## config.mk

```make
export PLATFORM = sky130hd
export DESIGN_NAME = adc_word_serializer
export DESIGN_NICKNAME = d
export VERILOG_FILES = /design/src/rtl/adc_ser_pkg.sv /design/src/rtl/ser_slot_ctr.sv /design/src/rtl/ser_frame_regs.sv /design/src/rtl/ser_lane.sv /design/src/rtl/adc_word_serializer.sv
export SDC_FILE = /design/constraint.sdc
export NUM_CORES = 1
export LEC_CHECK = 0
export BUFFER_PORTS_ARGS = -buffer_cell sky130_fd_sc_hd__clkbuf_2
export CAP_MARGIN = 20
export CELL_PAD_IN_SITES_DETAIL_PLACEMENT = 0
export CELL_PAD_IN_SITES_GLOBAL_PLACEMENT = 1
export CORE_ASPECT_RATIO = 1.25
export CORE_MARGIN = 8
export CORE_UTILIZATION = 49
export CTS_CLUSTER_DIAMETER = 120
export DETAILED_ROUTE_END_ITERATION = 8
export HOLD_SLACK_MARGIN = 0.08
export PLACE_DENSITY_LB_ADDON = 0.12
export SETUP_SLACK_MARGIN = 0.1
export SYNTH_ARGS = -nofsm -noshare
export SYNTH_HDL_FRONTEND = slang
export SYNTH_HIERARCHICAL = 1
export SYNTH_SLANG_ARGS = --single-unit
```

## constraint.sdc

```tcl
create_clock -name clk_i -period 4.8 [get_ports clk_i]
set_clock_uncertainty 0.15 [all_clocks]
set_input_delay 0.96 -clock clk_i [delete_from_list [all_inputs] [get_ports clk_i]]
set_output_delay 0.96 -clock clk_i [all_outputs]
set_load 0.01 [all_outputs]
```

## src/rtl/adc_ser_pkg.sv

```systemverilog
package adc_ser_pkg;

  typedef enum logic [1:0] {
    SRC_LIVE   = 2'b00,
    SRC_ALIGN  = 2'b01,
    SRC_BOUND  = 2'b10,
    SRC_CUSTOM = 2'b11
  } src_sel_e;

  // Bit position sent in a given slot for the chosen order.
  function automatic int unsigned slot_to_bit(int unsigned slot,
                                              logic msb_first,
                                              int unsigned word_w);
    return msb_first ? (word_w - 1 - slot) : slot;
  endfunction

  // Alignment word: ones on even bit positions.
  function automatic logic align_bit(int unsigned pos);
    return (pos % 2) == 0;
  endfunction

  // Boundary word: upper half ones, lower half zeros.
  function automatic logic bound_bit(int unsigned pos, int unsigned word_w);
    return pos >= (word_w / 2);
  endfunction

endpackage

```

## src/rtl/ser_slot_ctr.sv

```systemverilog
module ser_slot_ctr #(
  parameter int unsigned WORD_W = 12,
  localparam int unsigned SLOT_W = $clog2(WORD_W)
) (
  input  logic              clk_i,
  input  logic              rst_ni,
  input  logic              frame_start_i,
  output logic [SLOT_W-1:0] slot_o,
  output logic              frame_edge_o
);

  localparam logic [SLOT_W-1:0] LAST = SLOT_W'(WORD_W - 1);

  logic [SLOT_W-1:0] slot_q;

  // Boundary: forced restart or natural wrap after the last slot.
  assign frame_edge_o = frame_start_i || (slot_q == LAST);

  always_ff @(posedge clk_i) begin
    if (!rst_ni) begin
      slot_q <= LAST;
    end else if (frame_edge_o) begin
      slot_q <= '0;
    end else begin
      slot_q <= slot_q + 1'b1;
    end
  end

  assign slot_o = slot_q;

endmodule

```

## src/rtl/ser_frame_regs.sv

```systemverilog
module ser_frame_regs
  import adc_ser_pkg::*;
#(
  parameter int unsigned NUM_CH = 8,
  parameter int unsigned WORD_W = 12,
  parameter int unsigned NIB_W  = 4
) (
  input  logic                     clk_i,
  input  logic                     rst_ni,
  input  logic                     frame_edge_i,
  input  logic [NUM_CH*WORD_W-1:0] word_i,
  input  logic [1:0]               pat_sel_i,
  input  logic                     msb_first_i,
  input  logic [NIB_W-1:0]         cust_hi_i,
  input  logic [NIB_W-1:0]         cust_mid_i,
  input  logic [NIB_W-1:0]         cust_lo_i,
  input  logic [NUM_CH-1:0]        chan_on_i,
  output logic [NUM_CH*WORD_W-1:0] word_q_o,
  output src_sel_e                 src_q_o,
  output logic                     msb_q_o,
  output logic [WORD_W-1:0]        cust_q_o,
  output logic [NUM_CH-1:0]        en_q_o
);

  always_ff @(posedge clk_i) begin
    if (!rst_ni) begin
      word_q_o <= '0;
      src_q_o  <= SRC_LIVE;
      msb_q_o  <= 1'b0;
      cust_q_o <= '0;
      en_q_o   <= '0;
    end else if (frame_edge_i) begin
      word_q_o <= word_i;
      src_q_o  <= src_sel_e'(pat_sel_i);
      msb_q_o  <= msb_first_i;
      cust_q_o <= {cust_hi_i, cust_mid_i, cust_lo_i};
      en_q_o   <= chan_on_i;
    end
  end

endmodule

```

## src/rtl/ser_lane.sv

```systemverilog
module ser_lane
  import adc_ser_pkg::*;
#(
  parameter int unsigned WORD_W = 12,
  localparam int unsigned SLOT_W = $clog2(WORD_W)
) (
  input  logic [WORD_W-1:0] word_i,
  input  logic [WORD_W-1:0] cust_i,
  input  src_sel_e          src_i,
  input  logic              msb_i,
  input  logic              en_i,
  input  logic [SLOT_W-1:0] slot_i,
  output logic              bit_o
);

  int unsigned pos;

  always_comb begin
    pos = slot_to_bit(int'(slot_i), msb_i, WORD_W);
    unique case (src_i)
      SRC_LIVE:   bit_o = word_i[pos];
      SRC_ALIGN:  bit_o = align_bit(pos);
      SRC_BOUND:  bit_o = bound_bit(pos, WORD_W);
      SRC_CUSTOM: bit_o = cust_i[pos];
      default:    bit_o = 1'b0;
    endcase
    if (!en_i) begin
      bit_o = 1'b0;
    end
  end

endmodule

```

## src/rtl/adc_word_serializer.sv

```systemverilog
module adc_word_serializer
  import adc_ser_pkg::*;
#(
  parameter int unsigned NUM_CH = 8,
  parameter int unsigned NIB_W  = 4,
  parameter int unsigned WORD_W = 3 * NIB_W
) (
  input  logic                     clk_i,
  input  logic                     rst_ni,
  input  logic                     frame_start_i,
  input  logic [NUM_CH*WORD_W-1:0] word_i,
  input  logic [1:0]               pat_sel_i,
  input  logic                     msb_first_i,
  input  logic [NIB_W-1:0]         cust_hi_i,
  input  logic [NIB_W-1:0]         cust_mid_i,
  input  logic [NIB_W-1:0]         cust_lo_i,
  input  logic [NUM_CH-1:0]        chan_on_i,
  output logic [NUM_CH-1:0]        ser_o,
  output logic                     frame_clk_o,
  output logic                     bit_clk_o
);

  localparam int unsigned SLOT_W = $clog2(WORD_W);
  localparam logic [SLOT_W-1:0] HALF = SLOT_W'(WORD_W / 2);

  // Named internal events, observed by the bound checker.
  logic [SLOT_W-1:0]        slot_q;
  logic                     frame_edge;
  logic [NUM_CH*WORD_W-1:0] word_q;
  src_sel_e                 src_q;
  logic                     msb_q;
  logic [WORD_W-1:0]        cust_q;
  logic [NUM_CH-1:0]        en_q;

  ser_slot_ctr #(.WORD_W(WORD_W)) u_ctr (
    .clk_i         (clk_i),
    .rst_ni        (rst_ni),
    .frame_start_i (frame_start_i),
    .slot_o        (slot_q),
    .frame_edge_o  (frame_edge)
  );

  ser_frame_regs #(.NUM_CH(NUM_CH), .WORD_W(WORD_W), .NIB_W(NIB_W)) u_regs (
    .clk_i        (clk_i),
    .rst_ni       (rst_ni),
    .frame_edge_i (frame_edge),
    .word_i       (word_i),
    .pat_sel_i    (pat_sel_i),
    .msb_first_i  (msb_first_i),
    .cust_hi_i    (cust_hi_i),
    .cust_mid_i   (cust_mid_i),
    .cust_lo_i    (cust_lo_i),
    .chan_on_i    (chan_on_i),
    .word_q_o     (word_q),
    .src_q_o      (src_q),
    .msb_q_o      (msb_q),
    .cust_q_o     (cust_q),
    .en_q_o       (en_q)
  );

  for (genvar c = 0; c < NUM_CH; c++) begin : g_lane
    ser_lane #(.WORD_W(WORD_W)) u_lane (
      .word_i (word_q[c*WORD_W +: WORD_W]),
      .cust_i (cust_q),
      .src_i  (src_q),
      .msb_i  (msb_q),
      .en_i   (en_q[c]),
      .slot_i (slot_q),
      .bit_o  (ser_o[c])
    );
  end

  // Forwarded clocks decode the same slot register as the data.
  assign frame_clk_o = (slot_q < HALF);
  assign bit_clk_o   = ~slot_q[0];

endmodule

```

==> results.sh <==
export IMPL_worst_pin_slew_ps=1000
export IMPL_clock_latency_ps=420
export IMPL_syn_inst=809
export IMPL_criticalPathCategory="flip-flop to primary output"
export IMPL_htreeDepth=4
export IMPL_std_cell_rows=54
export IMPL_track_usage=0.188
export IMPL_diodes=0
export IMPL_postCtsSetupBuffers=0
export IMPL_setup_viol=0
export IMPL_hold_buffers=0
export IMPL_reg2regPathDepth=6
export IMPL_firstDrtPassIters=5
export IMPL_wirelength_um=20600
export IMPL_syn_area_um2=8750
export IMPL_arrival_ps=2960
export IMPL_synthFlopType="dfxtp_1"
export IMPL_final_setup_tns_ps=0
export IMPL_avgViaCountPerCell=5.68
export IMPL_die_y_um=165
export IMPL_postRouteAntennaNets=0
export IMPL_synth_seq_area_share=0.281
export IMPL_ys_top_cells_by_count="mux2i_1, nor2b_1, dfxtp_1"
export IMPL_io_pins=132
export IMPL_finalNetCount=1041
export IMPL_p_leak_nw=4.25
export IMPL_yosysUniqueCellTypes=37
export IMPL_syn_to_final_growth_pct=12.5
export IMPL_cp_start_kind="flip-flop"
export IMPL_crit_fanout=46
export IMPL_design_die_area_um2=22400
export IMPL_cts_buffers=17
export IMPL_clk_pin_slew_worst_paths_ps=60
export IMPL_yosys_warnings=6
export IMPL_cts_tree="done"
export IMPL_clock_sinks=123
export IMPL_synth_seq_cells=123
export IMPL_drc=0
export IMPL_via_count=6518
export IMPL_synth_top_cell_by_area="dfxtp_1"
export IMPL_grt_max_degree=64
export IMPL_syn_nets=940
export IMPL_required_ps=3690
export IMPL_finalMaxSlewViolations=0
export IMPL_gp_congestion=0.810
export IMPL_drive_gt1_frac=0.290
export IMPL_synth_edf_count=0
export IMPL_clk_path_buf_depth=2
export IMPL_ir_drop_mv=0.254
export IMPL_fin_crit_ps=4070
export IMPL_ctsResizeCount=0
export IMPL_portBuffers=131
export IMPL_period_share=0.848
export IMPL_rsz0062_at_grt="no"
export IMPL_synth_area_top_cells="dfxtp_1, mux2i_1, mux4_2"
export IMPL_dpl_cell_area_um2=9270
export IMPL_status="complete, no violations"
export IMPL_dpl_cell_count=1115
export IMPL_holdPathStages=2
export IMPL_r2r_slack_ps=1830
export IMPL_start_util=0.500
export IMPL_slew_headroom=0.330
export IMPL_worst_setup_path_end_kind="primary output"
export IMPL_synthMostInstantiatedCell="mux2i_1"
export IMPL_antenna_found_initial=0
export IMPL_synth_avg_cell_area_um2=10.8
export IMPL_hold_violations=0
export IMPL_fmax_mhz=246
export IMPL_hp_class="flip-flop to flip-flop"
export IMPL_grt_overflow=0
export IMPL_drt_initial_drc_count=451
export IMPL_dp_hpwl_um=14000
export IMPL_grt_pass1_vias=6639
export IMPL_post_route_cell_area_um2=9850
export IMPL_fp_dieW_um=136
export IMPL_core_area_um2=17500
export IMPL_grt_pass1_wl_um=34100
export IMPL_cts_root_buf="clkbuf_16"
export IMPL_synth_top_area_share=0.281
export IMPL_async_flop_share=0
export IMPL_powerDensity_nw_per_um2=328
export IMPL_cap_violations=0
export IMPL_instances_no_fill=1147
export IMPL_routedWlPerCell_um=18.0
[final timing paths]
path,endpoint,from
max,ser_o[6],u_ctr/slot_o[2]$_SDFF_PP0_
min reg2reg,u_regs/word_q_o[51]$_SDFFE_PN0P_,u_regs/word_q_o[51]$_SDFFE_PN0P_
min,u_regs/word_q_o[51]$_SDFFE_PN0P_,u_regs/word_q_o[51]$_SDFFE_PN0P_
max reg2reg,u_regs/word_q_o[1]$_SDFFE_PN0P_,u_ctr/slot_o[0]$_SDFF_PN1_
[cell families (layout without fill, tap and decap cells)]
logic type                 Yosys count  after routing  synth area share
buffers and inverters               69            183            0.0722
muxes                              231            231             0.350
and+or+nand+nor                    274            274             0.179
xor gates and xnor gates            26             26            0.0397
DFF                                123            123             0.281
adders and majority gates            9              9            0.0129
AOI/OAI and AO/OA                   77             77            0.0650
[power by group]
| part | internal (W) | leakage, nW | switching (W) |
|---|---|---|---|
| clock | 0.000789 | 0.287 | 0.000477 |
| combinational | 0.000404 | 2.94 | 0.000330 |
| sequential | 0.00110 | 1.02 | 0.000127 |
[sequential cells by signal, indices dropped and copies added (netlist names)]
name             cells
u_regs/cust_q_o     12
u_regs/word_q_o     96
u_regs/msb_q_o       1
u_regs/en_q_o        8
u_ctr/slot_o         4
u_regs/src_q_o       2
[layout make-up]
cell class	instances	area [um^2]
fillers	1525	7650
multi-input cells	617	5660
flip-flops and latches	123	2480
repair buffers	148	846
clock buffers	21	460
well taps	224	280
clock inverters	11	118
inverters	3	11.3
[cell usage in the layout, fill, tap and decap left out, drive strengths merged]
cell type  Yosys  final
a2111oi        8      8
a21oi          1      1
a311oi         8      8
a31o           9      9
a31oi          8      8
a41oi          8      8
buf           53     18
bufinv         0      2
clkbuf        13    151
clkinv         0      6
clkinvlp       0      1
dfxtp        123    123
ha             9      9
inv            3      5
mux2          16     16
mux2i        159    159
mux4          56     56
nand2         65     65
nand2b         8      8
nand3          9      9
nand3b        16     16
nand4         16     16
nand4b         8      8
nor2           9      9
nor2b        135    135
o211ai         8      8
o21ai         19     19
o22ai          8      8
or2b           8      8
xnor2          8      8
xor2          18     18
[worst max-delay path: stages, from the launching register on]
cell	delay, ps
dfxtp_2	990
buf_4	290
ha_1	260
nand2_1	70
o21ai_0	180
nand4b_1	260
a31oi_1	190
o22ai_1	110
clkbuf_2	140
[routing by layer]
metal  track usage  wire (um)
met1         0.241       9470
met2         0.308      10000
met3        0.0381        872
met4        0.0632        265
met5             0          0
[per-stage QoR]
stage,utilization,total power (W),hold slack (ps),setup slack [ps]
CTS,0.563,0.00326,365,740
global placement,0.530,0.00196,341,1330
floorplan,-,0.00184,324,1390
global route,0.563,0.00339,388,528
finish,0.563,0.00323,359,732
detailed placement,0.530,0.00198,347,1200
Note: power is estimated with default switching activity, not from simulation.
